<file path="config.mk">
export PLATFORM = sky130hd
export DESIGN_NAME = uniform_mem_stage
export DESIGN_NICKNAME = d
export VERILOG_FILES = /design/src/rtl/ums_pkg.sv /design/src/rtl/ums_decode.sv /design/src/rtl/ums_ctrl.sv /design/src/rtl/ums_hold.sv /design/src/rtl/uniform_mem_stage.sv
export SDC_FILE = /design/constraint.sdc
export NUM_CORES = 1
export LEC_CHECK = 0
export ABC_AREA = 1
export BUFFER_PORTS_ARGS = -buffer_cell sky130_fd_sc_hd__buf_4
export CAP_MARGIN = 5
export CORE_UTILIZATION = 45
export CTS_CLUSTER_DIAMETER = 50
export DETAILED_ROUTE_END_ITERATION = 6
export GPL_TIMING_DRIVEN = 0
export PLACE_DENSITY = 0.9
export SYNTH_ARGS = -nofsm -noshare
export SYNTH_HDL_FRONTEND = slang
export SYNTH_SLANG_ARGS = --single-unit
</file>
<file path="constraint.sdc">
create_clock -name clk -period 3.37 [get_ports clk]
set_input_delay 0.1685 -clock clk [delete_from_list [all_inputs] [get_ports clk]]
set_output_delay 0.1685 -clock clk [all_outputs]
set_load 0.01 [all_outputs]
</file>
<file path="src/rtl/ums_pkg.sv">
package ums_pkg;
  localparam int XLEN   = 32;
  localparam int RIDX_W = 5;
  localparam int OP_W   = 6;
  localparam int IMM_W  = 16;

  localparam logic [OP_W-1:0] OPC_LOAD_WORD  = 6'b100011;
  localparam logic [OP_W-1:0] OPC_STORE_WORD = 6'b101011;

  typedef enum logic [1:0] {
    PH_IDLE  = 2'd0,
    PH_READ  = 2'd1,
    PH_WRITE = 2'd2
  } phase_e;
endpackage

</file>
<file path="src/rtl/ums_decode.sv">
module ums_decode
  import ums_pkg::*;
#(
  parameter int AW = 10
) (
  input  logic [XLEN-1:0]   instr,
  input  logic [XLEN-1:0]   base_val,
  output logic [RIDX_W-1:0] rs_idx,
  output logic [RIDX_W-1:0] rt_idx,
  output logic              is_load,
  output logic              is_store,
  output logic [AW-1:0]     word_addr
);
  logic [OP_W-1:0]  opcode;
  logic [IMM_W-1:0] imm;
  logic [XLEN-1:0]  imm_sx;
  logic [XLEN-1:0]  eff_addr;
  logic             unused_ea_bits;

  assign opcode   = instr[31:26];
  assign rs_idx   = instr[25:21];
  assign rt_idx   = instr[20:16];
  assign imm      = instr[15:0];
  assign imm_sx   = {{(XLEN-IMM_W){imm[IMM_W-1]}}, imm};
  assign eff_addr = base_val + imm_sx;

  // word granularity, upper bits dropped so addresses wrap modulo the depth
  assign word_addr      = eff_addr[AW+1:2];
  assign unused_ea_bits = ^{eff_addr[XLEN-1:AW+2], eff_addr[1:0]};

  assign is_load  = (opcode == OPC_LOAD_WORD);
  assign is_store = (opcode == OPC_STORE_WORD);
endmodule

</file>
<file path="src/rtl/ums_ctrl.sv">
module ums_ctrl
  import ums_pkg::*;
(
  input  logic clk,
  input  logic rst,
  input  logic start,
  input  logic halted,
  input  logic may_load,
  input  logic may_store,
  output logic capture,
  output logic rd_phase,
  output logic wr_phase,
  output logic done
);
  phase_e ph_q;
  logic   act_q;
  logic   go;

  assign capture = start && (ph_q != PH_READ);
  assign go      = !halted && (may_load || may_store);

  always_ff @(posedge clk) begin
    if (rst) begin
      ph_q     <= PH_IDLE;
      act_q    <= 1'b0;
      rd_phase <= 1'b0;
      wr_phase <= 1'b0;
      done     <= 1'b0;
    end else begin
      rd_phase <= 1'b0;
      wr_phase <= 1'b0;
      done     <= 1'b0;
      if (ph_q == PH_READ) begin
        ph_q     <= PH_WRITE;
        wr_phase <= act_q;
        done     <= 1'b1;
      end else if (capture) begin
        ph_q     <= PH_READ;
        act_q    <= go;
        rd_phase <= go;
      end else begin
        ph_q     <= PH_IDLE;
      end
    end
  end
endmodule

</file>
<file path="src/rtl/ums_hold.sv">
module ums_hold
  import ums_pkg::*;
#(
  parameter int AW = 10
) (
  input  logic              clk,
  input  logic              rst,
  input  logic              capture,
  input  logic [AW-1:0]     word_addr,
  input  logic [RIDX_W-1:0] rt_idx,
  input  logic [XLEN-1:0]   rt_val,
  input  logic              is_load,
  input  logic              is_store,
  input  logic [XLEN-1:0]   mem_rdata,
  output logic [AW-1:0]     addr_q,
  output logic [RIDX_W-1:0] rt_idx_q,
  output logic [XLEN-1:0]   mem_wdata,
  output logic [XLEN-1:0]   rf_wdata
);
  logic [XLEN-1:0] rt_val_q;
  logic            ld_q;
  logic            st_q;

  always_ff @(posedge clk) begin
    if (rst) begin
      addr_q   <= '0;
      rt_idx_q <= '0;
      rt_val_q <= '0;
      ld_q     <= 1'b0;
      st_q     <= 1'b0;
    end else if (capture) begin
      addr_q   <= word_addr;
      rt_idx_q <= rt_idx;
      rt_val_q <= rt_val;
      ld_q     <= is_load;
      st_q     <= is_store;
    end
  end

  // non-stores put back what was read; non-loads put back the old register
  assign mem_wdata = st_q ? rt_val_q : mem_rdata;
  assign rf_wdata  = ld_q ? mem_rdata : rt_val_q;
endmodule

</file>
<file path="src/rtl/uniform_mem_stage.sv">
module uniform_mem_stage
  import ums_pkg::*;
#(
  parameter  int DEPTH = 1024,
  localparam int AW    = $clog2(DEPTH)
) (
  input  logic              clk,
  input  logic              rst,
  input  logic              start,
  input  logic [XLEN-1:0]   instr,
  input  logic              halted,
  input  logic              may_load,
  input  logic              may_store,
  output logic [RIDX_W-1:0] rf_rs_idx,
  output logic [RIDX_W-1:0] rf_rt_idx,
  input  logic [XLEN-1:0]   rf_rs_val,
  input  logic [XLEN-1:0]   rf_rt_val,
  output logic              mem_re,
  output logic              mem_we,
  output logic [AW-1:0]     mem_addr,
  output logic [XLEN-1:0]   mem_wdata,
  input  logic [XLEN-1:0]   mem_rdata,
  output logic              rf_we,
  output logic [RIDX_W-1:0] rf_widx,
  output logic [XLEN-1:0]   rf_wdata,
  output logic              done
);
  logic          capture;
  logic          wr_phase;
  logic          is_load;
  logic          is_store;
  logic [AW-1:0] word_addr;

  ums_decode #(.AW(AW)) u_decode (
    .instr     (instr),
    .base_val  (rf_rs_val),
    .rs_idx    (rf_rs_idx),
    .rt_idx    (rf_rt_idx),
    .is_load   (is_load),
    .is_store  (is_store),
    .word_addr (word_addr)
  );

  ums_ctrl u_ctrl (
    .clk       (clk),
    .rst       (rst),
    .start     (start),
    .halted    (halted),
    .may_load  (may_load),
    .may_store (may_store),
    .capture   (capture),
    .rd_phase  (mem_re),
    .wr_phase  (wr_phase),
    .done      (done)
  );

  ums_hold #(.AW(AW)) u_hold (
    .clk       (clk),
    .rst       (rst),
    .capture   (capture),
    .word_addr (word_addr),
    .rt_idx    (rf_rt_idx),
    .rt_val    (rf_rt_val),
    .is_load   (is_load),
    .is_store  (is_store),
    .mem_rdata (mem_rdata),
    .addr_q    (mem_addr),
    .rt_idx_q  (rf_widx),
    .mem_wdata (mem_wdata),
    .rf_wdata  (rf_wdata)
  );

  // halted is honoured live in the write cycle
  assign mem_we = wr_phase && !halted;
  assign rf_we  = wr_phase && !halted && (rf_widx != '0);
endmodule

</file>
After elaboration in Yosys (flattened, before gate mapping)
Index checks and enable logic that the tools add are counted.
{"block": "word_totals", "out_inout_bits": 93, "input_bits": 134, "elab_cells": 34, "ff_bits": 55}
{"block": "classes", "bitwise_logic": 2, "n_reduce_logical": 11, "addsub": 1, "eq_ne": 4, "muxes": 5}
{"op": "two-way mux 32 bit", "n": 2}
{"op": "adder 12 bit", "n": 1}
{"op": "== test 6 bit (second input constant)", "n": 2}
{"op": "nonzero test 5 bit", "n": 1}
{"op": "logical AND 1 bit", "n": 4}
{"op": "OR reduction 2 bit", "n": 2}
{"op": "OR reduction 3 bit", "n": 1}
{"op": "== test 2 x 1 -> 1 bit (second input constant)", "n": 1}
{"op": "two-way mux 1 bit", "n": 2}
{"op": "two-way mux 2 bit", "n": 1}
{"op": "!= test 2 x 1 -> 1 bit (second input constant)", "n": 1}
{"op": "inverter 1 bit", "n": 2}
{"op": "AND reduction 2 bit", "n": 1}
{"op": "logical NOT 1 bit", "n": 1}
{"op": "logical OR 1 bit", "n": 1}

Depth between registers and ports, before layout
Gate-level depths: netlist (run 1).
{"block": "logic_depth", "ltp_word": 4, "mapped_depth": 10, "mapped_depth_nobuf": 10}

Modules after synthesis
Synthesis (run 1) repeated with hierarchy kept, for this count alone.
{"block": "hier_totals", "hier_cells": 656, "hier_area_um2": 3744.8}
{"mod": "ums_hold", "area_each_um2": 2763.9, "n_inst": 1, "cells_per_inst": 485, "seq_area_each_um2": 980.9}
{"mod": "ums_decode", "area_each_um2": 759.5, "n_inst": 1, "cells_per_inst": 143, "seq_area_each_um2": 0.0}
{"mod": "ums_ctrl", "area_each_um2": 180.2, "n_inst": 1, "cells_per_inst": 20, "seq_area_each_um2": 100.1}
{"mod": "uniform_mem_stage", "area_each_um2": 41.3, "n_inst": 1, "cells_per_inst": 8, "seq_area_each_um2": 0.0}

Least setup slack after synthesis (run 1)
Ideal clock, no wire load.
{"block": "synth_path", "kind": "input to register", "start": "input port instr[7]", "end": "register u_hold.addr_q[9]", "cell_stages": 9, "required_time_ps": 3257, "setup_ps": 113, "n_path_buf": 0, "slack_ps": 2186, "arrival_ps": 1071, "path_cell_list": "ha_1 -> nand2_1 -> nor2_1 -> and2_1 -> nand2_1 -> nand3_1 -> nand2_1 -> nand3_1 -> nand2_1"}
{"block": "synth_via", "elab_chain_len": 1}
{"element": "start: declaration", "line": "uniform_mem_stage.sv:10", "text": "input logic [XLEN-1:0] instr,"}
{"element": "adder 12 bit", "line": "ums_decode.sv:25", "text": "assign eff_addr = base_val + imm_sx;"}
{"element": "end signal: assignment", "line": "ums_hold.sv:32", "text": "addr_q <= word_addr;"}
{"element": "end: declaration", "line": "ums_hold.sv:15", "text": "output logic [AW-1:0] addr_q,"}
No other way between the ends.
A chain may end at the register's enable or synchronous reset.

Worst setup path in the final report (run 1)
{"block": "layout_path", "start": "register u_hold.ld_q", "end": "output port rf_wdata[19]"}
{"block": "layout_via", "elab_chain_len": 1}
{"element": "start: declaration", "line": "ums_hold.sv:21", "text": "logic ld_q;"}
{"element": "start signal: assignment", "line": "ums_hold.sv:35", "text": "ld_q <= is_load;"}
{"element": "two-way mux 32 bit", "line": "ums_hold.sv:42", "text": "assign rf_wdata = ld_q ? mem_rdata : rt_val_q;"}
{"element": "end: declaration", "line": "uniform_mem_stage.sv:25", "text": "output logic [XLEN-1:0] rf_wdata,"}
No other way between the ends.

==> flow_summary.json, run 1 <==
{
  "status": "finished clean",
  "synth_cell_types": 29,
  "fin_tns_setup_ns": 0,
  "cap_violations": 0,
  "wl_met3_um": 679,
  "post-cts-setup-buffer-count": 0,
  "core_region_area_sq_mm": 0.00691,
  "dieArea_sq_mm": 0.00762,
  "postSynthAreaPerCell_sq_um": 6.57,
  "placed_cell_area_sq_mm": 0.00487,
  "cp_max_fo": 10,
  "cts_tree": "yes",
  "regToRegStartpoint": "u_ctrl.ph_q[1]",
  "slowest_stage": "clkbuf_1",
  "crit_path_end": "rf_wdata[19]",
  "synthesis.nets": 642,
  "hold_class": "in2reg",
  "required_ns": 3.20,
  "root_buffer": "clkbuf_8",
  "clk_pin_slew_worst_paths_ns": 0.09,
  "fmax_ghz": 0.516,
  "n_antenna_cell": 0,
  "antenna_left": 0,
  "wl_met2_um": 5390,
  "vias": 3950,
  "dr.first_iter.drc_count": 138,
  "drive_above_1_share_pct": 37.8,
  "cts_max_level": 2,
  "synth_area_sq_mm": 0.00327,
  "pwr_density_cell_mw_per_mm2": 342,
  "ir_drop_mv": 0.224,
  "cp-start-kind": "flop",
  "mostFrequentLayoutCell": "buf_4",
  "r2r_cells": 8,
  "grt_antenna_before_repair": 0,
  "crit_path_max_incr_delay_ns": 0.43,
  "grt_max_degree": 17,
  "drc_errors": 0,
  "die-width_um": 87.3,
  "viasPerCell": 4.94,
  "die_h_um": 87.3,
  "post-place-ws_ns": 1.78,
  "route.top_layer_used": "met4",
  "fin_nets": 846,
  "wl_um": 10600,
  "globalRouteOverflowTotal": 0,
  "cts_resized": 0,
  "slew_violations": 0,
  "netlist_instances": 498,
  "cp.arrival_ns": 1.77,
  "r2r-end": "u_ctrl.act_q",
  "cp-startpoint": "u_hold.ld_q",
  "final_cell_mix": "buf_4, nand2_1, o21ai_0, inv_1, dfxtp_1",
  "post-route-period-util_pct": 57.5,
  "ys_seq_area_share_pct": 33.0,
  "worstMarginPinSlew_ns": 0.500,
  "area_growth_pct": 53.2,
  "crit_chain": "buf_2 -> clkbuf_1 -> nand2_1 -> o21ai_0 -> buf_4",
  "wl_met1_um": 4330,
  "rows": 30,
  "clkSinkCount": 54,
  "ios": 227,
  "cp-end-kind": "output pin",
  "timing.final.hold_violations": 0,
  "critPathKind": "reg2out",
  "drt_pass1_iterations": 4,
  "gp_congestion": 0.948,
  "wire_per_inst_um": 13.2,
  "portBuffers": 197,
  "setup_slack_ns": 1.43,
  "worstHoldStart": "rf_rt_val[12]",
  "grt_pass1_wl_um": 15700,
  "numCtsBuffers": 5,
  "period_needed_ns": 1.94,
  "clock_latency_ns": 0.30,
  "skew_ns": 0.00685,
  "yosys_warnings": 0,
  "hpwl_um": 8570,
  "setup_viol": 0,
  "gr-usage-all-layers_pct": 26.2,
  "grt_pass1_vias": 3555,
  "rrSetupSlack_ns": 2.13,
  "rsz0062_at_grt": "false",
  "start_util_pct": 47.4,
  "p_leak_nw": 2.59,
  "hold_buffers": 0,
  "slew_headroom_pct": 66.6,
  "ys_ff_latch": 54,
  "final_cell_area_sq_mm": 0.00501,
  "clk_path_buf_depth": 2
}
cells in the mapped netlist, drive strengths merged:
master  instances  share of area, %
a32o            1              0.31
inv            68               7.8
nor3            3              0.46
nand3          12               1.8
o22ai           1              0.38
and2            1              0.19
nand3b          2              0.46
nand4           3              0.57
dfxtp          54                33
nand2         174                20
nor2           17               2.7
ha             10               3.8
xnor2           1              0.27
o21ai         107                20
buf            23               4.9
a22o            2              0.54
clkbuf          9               1.0
o31ai           1              0.23
o21bai          1              0.23
a21oi           8               1.2
worst min-delay path by stage:
stage / to / cells after the start
global placement: u_hold.rt_val_q[16] / 3
detailed placement: u_hold.rt_val_q[12] / 3
global route: u_hold.rt_val_q[8] / 3
finish: u_hold.rt_val_q[12] / 3
floorplan: u_ctrl.ph_q[1] / 1
CTS: u_hold.rt_val_q[7] / 3
area by class of cell:
class	instances	area [sq um]
plain buffers	32	193
clock buffers	6	82.6
clock inverters	2	60.1
fillers	566	1890
inverters	68	255
multi-input cells	344	1740
flip-flops and latches	54	1080
well taps	96	120
repair buffers	197	1480
power by group:
part / total [W] / internal (W) / switching (W)
logic: 0.000497 / 0.000248 / 0.000249
clock network: 0.000520 / 0.000317 / 0.000203
registers: 0.000699 / 0.000681 / 0.0000174
total: 0.00172 / 0.00125 / 0.000470
metrics by stage:
step | hold WS [ns] | std cells | util (%) | power, W
2_1_floorplan | 0.241 | 498 | - | 0.000951
3_3_place_gp | 0.368 | 791 | 70.5 | 0.00119
3_5_place_dp | 0.375 | 791 | 70.5 | 0.00121
4_1_cts | 0.0583 | 799 | 72.6 | 0.00172
5_1_grt | 0.0519 | 799 | 72.6 | 0.00180
6_report | 0.0647 | 799 | 72.6 | 0.00172
sequential cells by signal, indices dropped and copies added (netlist names):
register         flops
u_hold.addr_q       10
u_ctrl.rd_phase      1
u_ctrl.act_q         1
u_hold.st_q          1
u_ctrl.wr_phase      1
u_hold.rt_val_q     32
u_hold.ld_q          1
u_ctrl.ph_q          2
u_hold.rt_idx_q      5
critical path, delay by kind of cell (launching register included):
family / cells / cell delay, ns
AO/OA/AOI/OAI: 1 / 0.13
buffers and inverters: 3 / 0.86
AND/OR/NAND/NOR: 1 / 0.11
flip-flops: 1 / 0.37
layer usage:
metal,vias up,GRT usage (%)
li1,1974,-
met1,1798,31.2
met2,161,46.9
met3,17,4.93
met4,0,8.79
met5,-,0
cells by family after synthesis:
family | Yosys count | synth area share, %
DFF | 54 | 33.0
xor gates and xnor gates | 1 | 0.268
buffers and inverters | 100 | 13.7
and+or+nand+nor | 212 | 26.5
adders and majority gates | 10 | 3.82
AOI/OAI and AO/OA | 121 | 22.7
(Power assumes the default switching activity.)
==> run 2, diff against run 1 <==
--- a/config.mk
+++ b/config.mk
@@ -8,11 +8,11 @@
 export ABC_AREA = 1
 export BUFFER_PORTS_ARGS = -buffer_cell sky130_fd_sc_hd__buf_4
 export CAP_MARGIN = 5
-export CORE_UTILIZATION = 45
+export CORE_UTILIZATION = 42
 export CTS_CLUSTER_DIAMETER = 50
 export DETAILED_ROUTE_END_ITERATION = 6
 export GPL_TIMING_DRIVEN = 0
-export PLACE_DENSITY = 0.9
+export PLACE_DENSITY = 0.85
 export SYNTH_ARGS = -nofsm -noshare
 export SYNTH_HDL_FRONTEND = slang
 export SYNTH_SLANG_ARGS = --single-unit
==> constraint.sdc (replaced) <==
create_clock -name clk -period 1.8 [get_ports clk]
set_input_delay 0.09 -clock clk [delete_from_list [all_inputs] [get_ports clk]]
set_output_delay 0.09 -clock clk [all_outputs]
set_load 0.01 [all_outputs]
==> run 2 against run 1 <==
  * Sequential power is 87% higher
  * Register-to-register slack worse by 1.6 ns
  * Non-clock buffer count is 33 higher
  * Largest cell class is now buffers
  * Via count is 3.6% higher
  * First-iteration DRC count is 11% higher
  * Worst hold slack worse by 0.048 ns
  * Global-route usage is 0.95 points higher
  * Wire length is 8.2% higher
  * Core utilization is 0.91 points lower
  * Worst setup slack worse by 1.3 ns
  * Cell count is 4.5% higher
  * Largest power group unchanged
  * Clock power is 33% higher
==> flow_summary.json, run 2 (synthesis gave the netlist of run 1 again) <==
{
  "ios": 227,
  "critPathBufInv": 3,
  "clock_latency_ns": 0.31,
  "start_util_pct": 44.2,
  "grt_max_degree": 16,
  "cp-end-kind": "output pin",
  "root_buffer": "clkbuf_8",
  "mostFrequentLayoutCell": "buf_4",
  "largest_reg_flops": 32,
  "wire_per_inst_um": 13.7,
  "top_regs": "u_hold.rt_val_q (32), u_hold.addr_q (10), u_hold.rt_idx_q (5)",
  "core_region_area_sq_mm": 0.00741,
  "clk_pin_slew_worst_paths_ns": 0.09,
  "cap_violations": 0,
  "p_leak_nw": 2.72,
  "final_cell_mix": "buf_4, nand2_1, o21ai_0, inv_1, dfxtp_1",
  "area_growth_pct": 62.3,
  "critPathKind": "reg2out",
  "drc_errors": 0,
  "globalRouteOverflowTotal": 0,
  "vias": 4094,
  "numCtsBuffers": 5,
  "hpwl_um": 8720,
  "timing.final.hold_violations": 0,
  "rows": 31,
  "grt_antenna_before_repair": 0,
  "cts_tree": "yes",
  "hold_class": "in2reg",
  "grt_pass1_wl_um": 17900,
  "cp.arrival_ns": 1.58,
  "required_ns": 1.71,
  "ir_drop_mv": 0.422,
  "cp_max_fo": 10,
  "antenna_left": 0,
  "crit_path_max_incr_delay_ns": 0.38,
  "fin_tns_setup_ns": 0,
  "drive_above_1_share_pct": 37.0,
  "skew_ns": 0.00805,
  "crit_chain": "clkbuf_4 -> clkbuf_2 -> nand2_1 -> o21ai_0 -> buf_4",
  "dieArea_sq_mm": 0.00815,
  "dr.first_iter.drc_count": 153,
  "status": "finished clean",
  "grt_pass1_vias": 3848,
  "regMostFlops": "u_hold.rt_val_q",
  "cts_max_level": 2,
  "gp_congestion": 0.915,
  "register_area_sq_mm": 0.00108,
  "portBuffers": 197,
  "multi_input_area_sq_mm": 0.00174,
  "pwr_density_cell_mw_per_mm2": 565,
  "cp-start-kind": "flop",
  "slew_violations": 0,
  "gr-usage-all-layers_pct": 27.1,
  "final_util_pct": 71.7,
  "rsz0062_at_grt": "false",
  "crit_family": "buffers and inverters",
  "fill_cells": 613,
  "clk_path_buf_depth": 2,
  "post-route-period-util_pct": 92.6,
  "clkSinkCount": 54,
  "die-width_um": 90.3,
  "viasPerCell": 4.90,
  "setup_viol": 0,
  "drt_pass1_iterations": 7,
  "slowest_stage": "dfxtp_1",
  "worstMarginPinSlew_ns": 0.348,
  "period_needed_ns": 1.67,
  "fmax_ghz": 0.600,
  "wl_um": 11400,
  "fin_nets": 879,
  "rrSetupSlack_ns": 0.53,
  "slew_headroom_pct": 76.6,
  "n_antenna_cell": 0,
  "post-cts-setup-buffer-count": 0,
  "die_h_um": 90.3
}
-- run 2: changes by cell type in the layout (fill, tap and decap cells not counted) --
cell,before,now
clkinv_2,0,1
dlygate4sd3_1,0,33
clkbuf_4,0,2
buf_2,10,9
clkbuf_2,0,6
clkbuf_1,9,3
bufinv_16,2,0
-- run 2: worst paths after layout --
check / end / from / cells after the start
hold / removal: u_hold.rt_idx_q[2] / instr[18] / 3
hold reg to reg: u_hold.addr_q[0] / u_hold.addr_q[0] / 2
setup / recovery: rf_wdata[11] / u_hold.ld_q / 5
setup reg to reg: u_hold.st_q / u_ctrl.ph_q[1] / 8
-- run 2: final cells by class --
cell class                      count  share of cell area (%)
Multi-Input combinational cell    344                    32.8
Clock inverter                      1                  0.0943
Tap cell                           99                    2.33
Buffer                             32                    3.89
Sequential cell                    54                    20.4
Timing Repair Buffer              230                    34.1
Inverter                           68                    4.81
Clock buffer                        7                    1.63
-- run 2: tightest hold or removal path: stages --
cell     delay, ns
buf_4         0.09
nand2_1       0.06
o21ai_2       0.06
-- run 2: report_power, final --
part	switching (W)	leakage (nW)	total, W	internal (W)
clock network	0.000381	0.0482	0.000693	0.000311
registers	0.0000332	0.444	0.00131	0.00128
logic	0.000489	2.23	0.000999	0.000511
total	0.000903	2.72	0.00300	0.00210
-- run 2: routing by layer --
metal  wire length [um]  global-route usage (%)
met1               4660                    31.8
met2               5700                    48.5
met3                719                    5.05
met4                358                    10.6
met5                  0                       0
-- run 2: timing repair --
action,in CTS,in global routing
hold endpoints to repair,33,0
gates cloned,0,0
hold buffers,33,0
endpoints found under the setup margin,11,31
gates resized for setup,2,13
-- run 2: through the flow --
stage	std cells	setup slack, ns	area, sq um	hold slack, ns	power (W)
2_1_floorplan	498	0.658	3270	0.162	0.00178
3_3_place_gp	794	0.301	4870	0.291	0.00224
3_5_place_dp	794	0.285	4870	0.294	0.00226
4_1_cts	835	0.00401	5300	0.00874	0.00301
5_1_grt	835	0.0479	5310	0.00306	0.00317
6_report	835	0.134	5310	0.0166	0.00300
==> run 3, diff against run 2 <==
--- a/config.mk
+++ b/config.mk
@@ -5,14 +5,14 @@
 export SDC_FILE = /design/constraint.sdc
 export NUM_CORES = 1
 export LEC_CHECK = 0
-export ABC_AREA = 1
 export BUFFER_PORTS_ARGS = -buffer_cell sky130_fd_sc_hd__buf_4
 export CAP_MARGIN = 5
-export CORE_UTILIZATION = 42
+export CORE_AREA = 2 2 88 90
 export CTS_CLUSTER_DIAMETER = 50
 export DETAILED_ROUTE_END_ITERATION = 6
+export DIE_AREA = 0 0 90 92
 export GPL_TIMING_DRIVEN = 0
-export PLACE_DENSITY = 0.85
+export PLACE_DENSITY = 0.84
 export SYNTH_ARGS = -nofsm -noshare
 export SYNTH_HDL_FRONTEND = slang
 export SYNTH_SLANG_ARGS = --single-unit
==> run 3 against run 2 <==
  * Critical path depth is 2 lower
  * Largest cell class unchanged
  * Clock skew rose by 0.0017 ns
  * Via count fell by 25%
  * Maximum frequency is 4.3% lower
  * Cell count decreased by 28%
  * Sequential share of layout area is 1.8 points higher
  * Register-to-register slack got worse by 0.32 ns
  * Non-clock buffer count down 11
  * Core utilization down 6.2 points
  * Global-route usage fell by 4.7 points
  * Critical endpoint is now rf_wdata[14]
  * Wire length fell by 17%
  * Synthesized area shrank 12%
==> flow_summary.json, run 3 <==
{
  "drive_above_1_share_pct": 58.6,
  "p_clk_share_pct": 23.5,
  "rows": 32,
  "regMostFlops": "u_hold.rt_val_q",
  "cap_violations": 0,
  "grt_pass1_vias": 3137,
  "fin_nets": 645,
  "synth_top_cell_by_area": "dfxtp_1",
  "p_sw_w": 0.000780,
  "area_growth_pct": 68.8,
  "mostFrequentLayoutCell": "buf_4",
  "comb_power_share_pct": 30.3,
  "period_needed_ns": 1.74,
  "clk_pin_slew_worst_paths_ns": 0.09,
  "yosysTopAreaCellShare_pct": 37.4,
  "grt_max_degree": 16,
  "required_ns": 1.71,
  "dieArea_sq_mm": 0.00828,
  "portBuffers": 197,
  "root_buffer": "clkbuf_8",
  "fin_tns_setup_ns": 0,
  "post-route-period-util_pct": 96.7,
  "post-cts-setup-buffer-count": 0,
  "worstMarginPinSlew_ns": 0.502,
  "antenna_left": 0,
  "p_leak_nw": 2.37,
  "slew_violations": 0,
  "cp-end-kind": "output pin",
  "rsz0062_at_grt": "false",
  "switching_share_pct": 27.0,
  "cp-startpoint": "u_hold.ld_q",
  "skew_ns": 0.00976,
  "synth_cell_types": 44,
  "cts_tree": "yes",
  "ys_top_cells_by_count": "mux2_2, dfxtp_1, a22o_1",
  "die-width_um": 90,
  "wl_um": 9530,
  "status": "finished clean",
  "clkSinkCount": 54,
  "top_regs": "u_hold.rt_val_q (32), u_hold.addr_q (10), u_hold.rt_idx_q (5)",
  "clk_path_buf_depth": 2,
  "regToRegStartpoint": "u_ctrl.ph_q[1]",
  "dr.first_iter.drc_count": 61,
  "drc_errors": 0,
  "hpwl_um": 7130,
  "setup_viol": 0,
  "cp-start-kind": "flop",
  "cts_max_level": 2,
  "core_region_area_sq_mm": 0.00745,
  "yosys_warnings": 0,
  "holdWs_ns": 0.00480,
  "wire_per_inst_um": 15.8,
  "synth_area_sq_mm": 0.00289,
  "slew_headroom_pct": 66.5,
  "cp.arrival_ns": 1.65,
  "gr-usage-all-layers_pct": 22.5,
  "gp_congestion": 0.775,
  "start_util_pct": 38.8,
  "globalRouteOverflowTotal": 0,
  "grt_antenna_before_repair": 0,
  "viasPerCell": 5.10,
  "largest_reg_flops": 32,
  "timing.final.hold_violations": 0,
  "final_cell_mix": "buf_4, mux2_2, dfxtp_1, a22o_1, dlygate4sd3_1",
  "pwr-share-seq_pct": 46.1,
  "grt_pass1_wl_um": 15300,
  "worstHoldStart": "rf_rt_val[25]",
  "postSynthAreaPerCell_sq_um": 10.7,
  "ys_seq_area_share_pct": 37.4,
  "netlist_instances": 271,
  "async_reset_ff_share_pct": 0,
  "p_int_w": 0.00211,
  "ys_ff_latch": 54,
  "clock_latency_ns": 0.30,
  "synth_area_leaders": "dfxtp_1, mux2_2, a22o_1",
  "ir_drop_mv": 0.308,
  "numCtsBuffers": 5,
  "fill_cells": 600,
  "critPathKind": "reg2out",
  "power.total_w": 0.00289,
  "drt_pass1_iterations": 4,
  "synth-edff-count": 0,
  "hold_class": "in2reg",
  "ios": 227,
  "pwr_density_cell_mw_per_mm2": 594,
  "fmax_ghz": 0.574,
  "n_antenna_cell": 0,
  "synth_flop_cell": "dfxtp_1",
  "die_h_um": 92,
  "vias": 3079,
  "cp_max_fo": 10,
  "synthesis.nets": 415,
  "yosysMostFrequentCell": "mux2_2"
}
-- run 3: final timing paths --
kind | endpoint | slack [ns] | cells past startpoint
setup / recovery | rf_wdata[14] | 0.06 | 3
setup reg to reg | u_hold.addr_q[7] | 0.21 | 4
hold reg to reg | u_ctrl.act_q | 0.46 | 1
hold / removal | u_hold.rt_val_q[25] | 0.005 | 2
-- run 3: area by class of cell --
cell class                 instances  area (sq um)  share of cell area, %
timing repair buffer             225          1760                   36.1
multi-input combinational        185          1640                   33.6
sequential                        54          1080                   22.2
buffer                            26           161                   3.31
tap                              102           128                   2.62
clock buffer                       7          86.3                   1.77
inverter                           4          15.0                  0.308
clock inverter                     1          5.00                  0.103
-- run 3: logic make-up (layout without fill, tap and decap cells) --
family / Yosys count / in the layout / synth area share [%]
fa+ha+maj: 10 / 10 / 4.33
buf+inv: 32 / 263 / 5.76
compound gates: 71 / 71 / 19.8
xor+xnor: 5 / 5 / 1.52
simple gates: 35 / 35 / 6.15
flops: 54 / 54 / 37.4
mux: 64 / 64 / 25.0
-- run 3: per-layer routing --
metal  part of all wire (%)  routed length [um]  GRT usage (%)
met1                     39                3720           25.6
met2                     54                5170           42.7
met3                    5.2                 495           4.60
met4                    1.6                 148           5.38
met5                      0                   0              0
-- run 3: what timing repair did --
item	in CTS	in global routing
gates resized for setup	9	0
endpoints found under the hold margin	28	0
hold buffers	28	0
setup endpoints to repair	58	0
-- run 3: critical path: stages (launching register included) --
cell	delay, ns
dfxtp_1	0.51
buf_2	0.31
mux2_2	0.38
buf_4	0.14
-- run 3: through the flow --
stage | instance area, sq um | instances | setup WS [ns] | utilization, %
after floorplan | 2890 | 271 | 0.278 | -
after global placement | 4490 | 570 | 0.0622 | 60.3
after detailed placement | 4490 | 570 | 0.0138 | 60.3
after CTS | 4880 | 604 | 0.0490 | 65.5
after global routing | 4880 | 604 | 0.00390 | 65.5
final | 4880 | 604 | 0.0590 | 65.5
-- run 3: power by group through the flow --
stage                     combinational, W  sequential, W  clock [W]
after global placement            0.000795        0.00136          0
after floorplan                   0.000366        0.00136          0
after CTS                         0.000875        0.00133   0.000698
after global routing              0.000947        0.00134   0.000742
final                             0.000878        0.00134   0.000681
after detailed placement          0.000821        0.00136          0
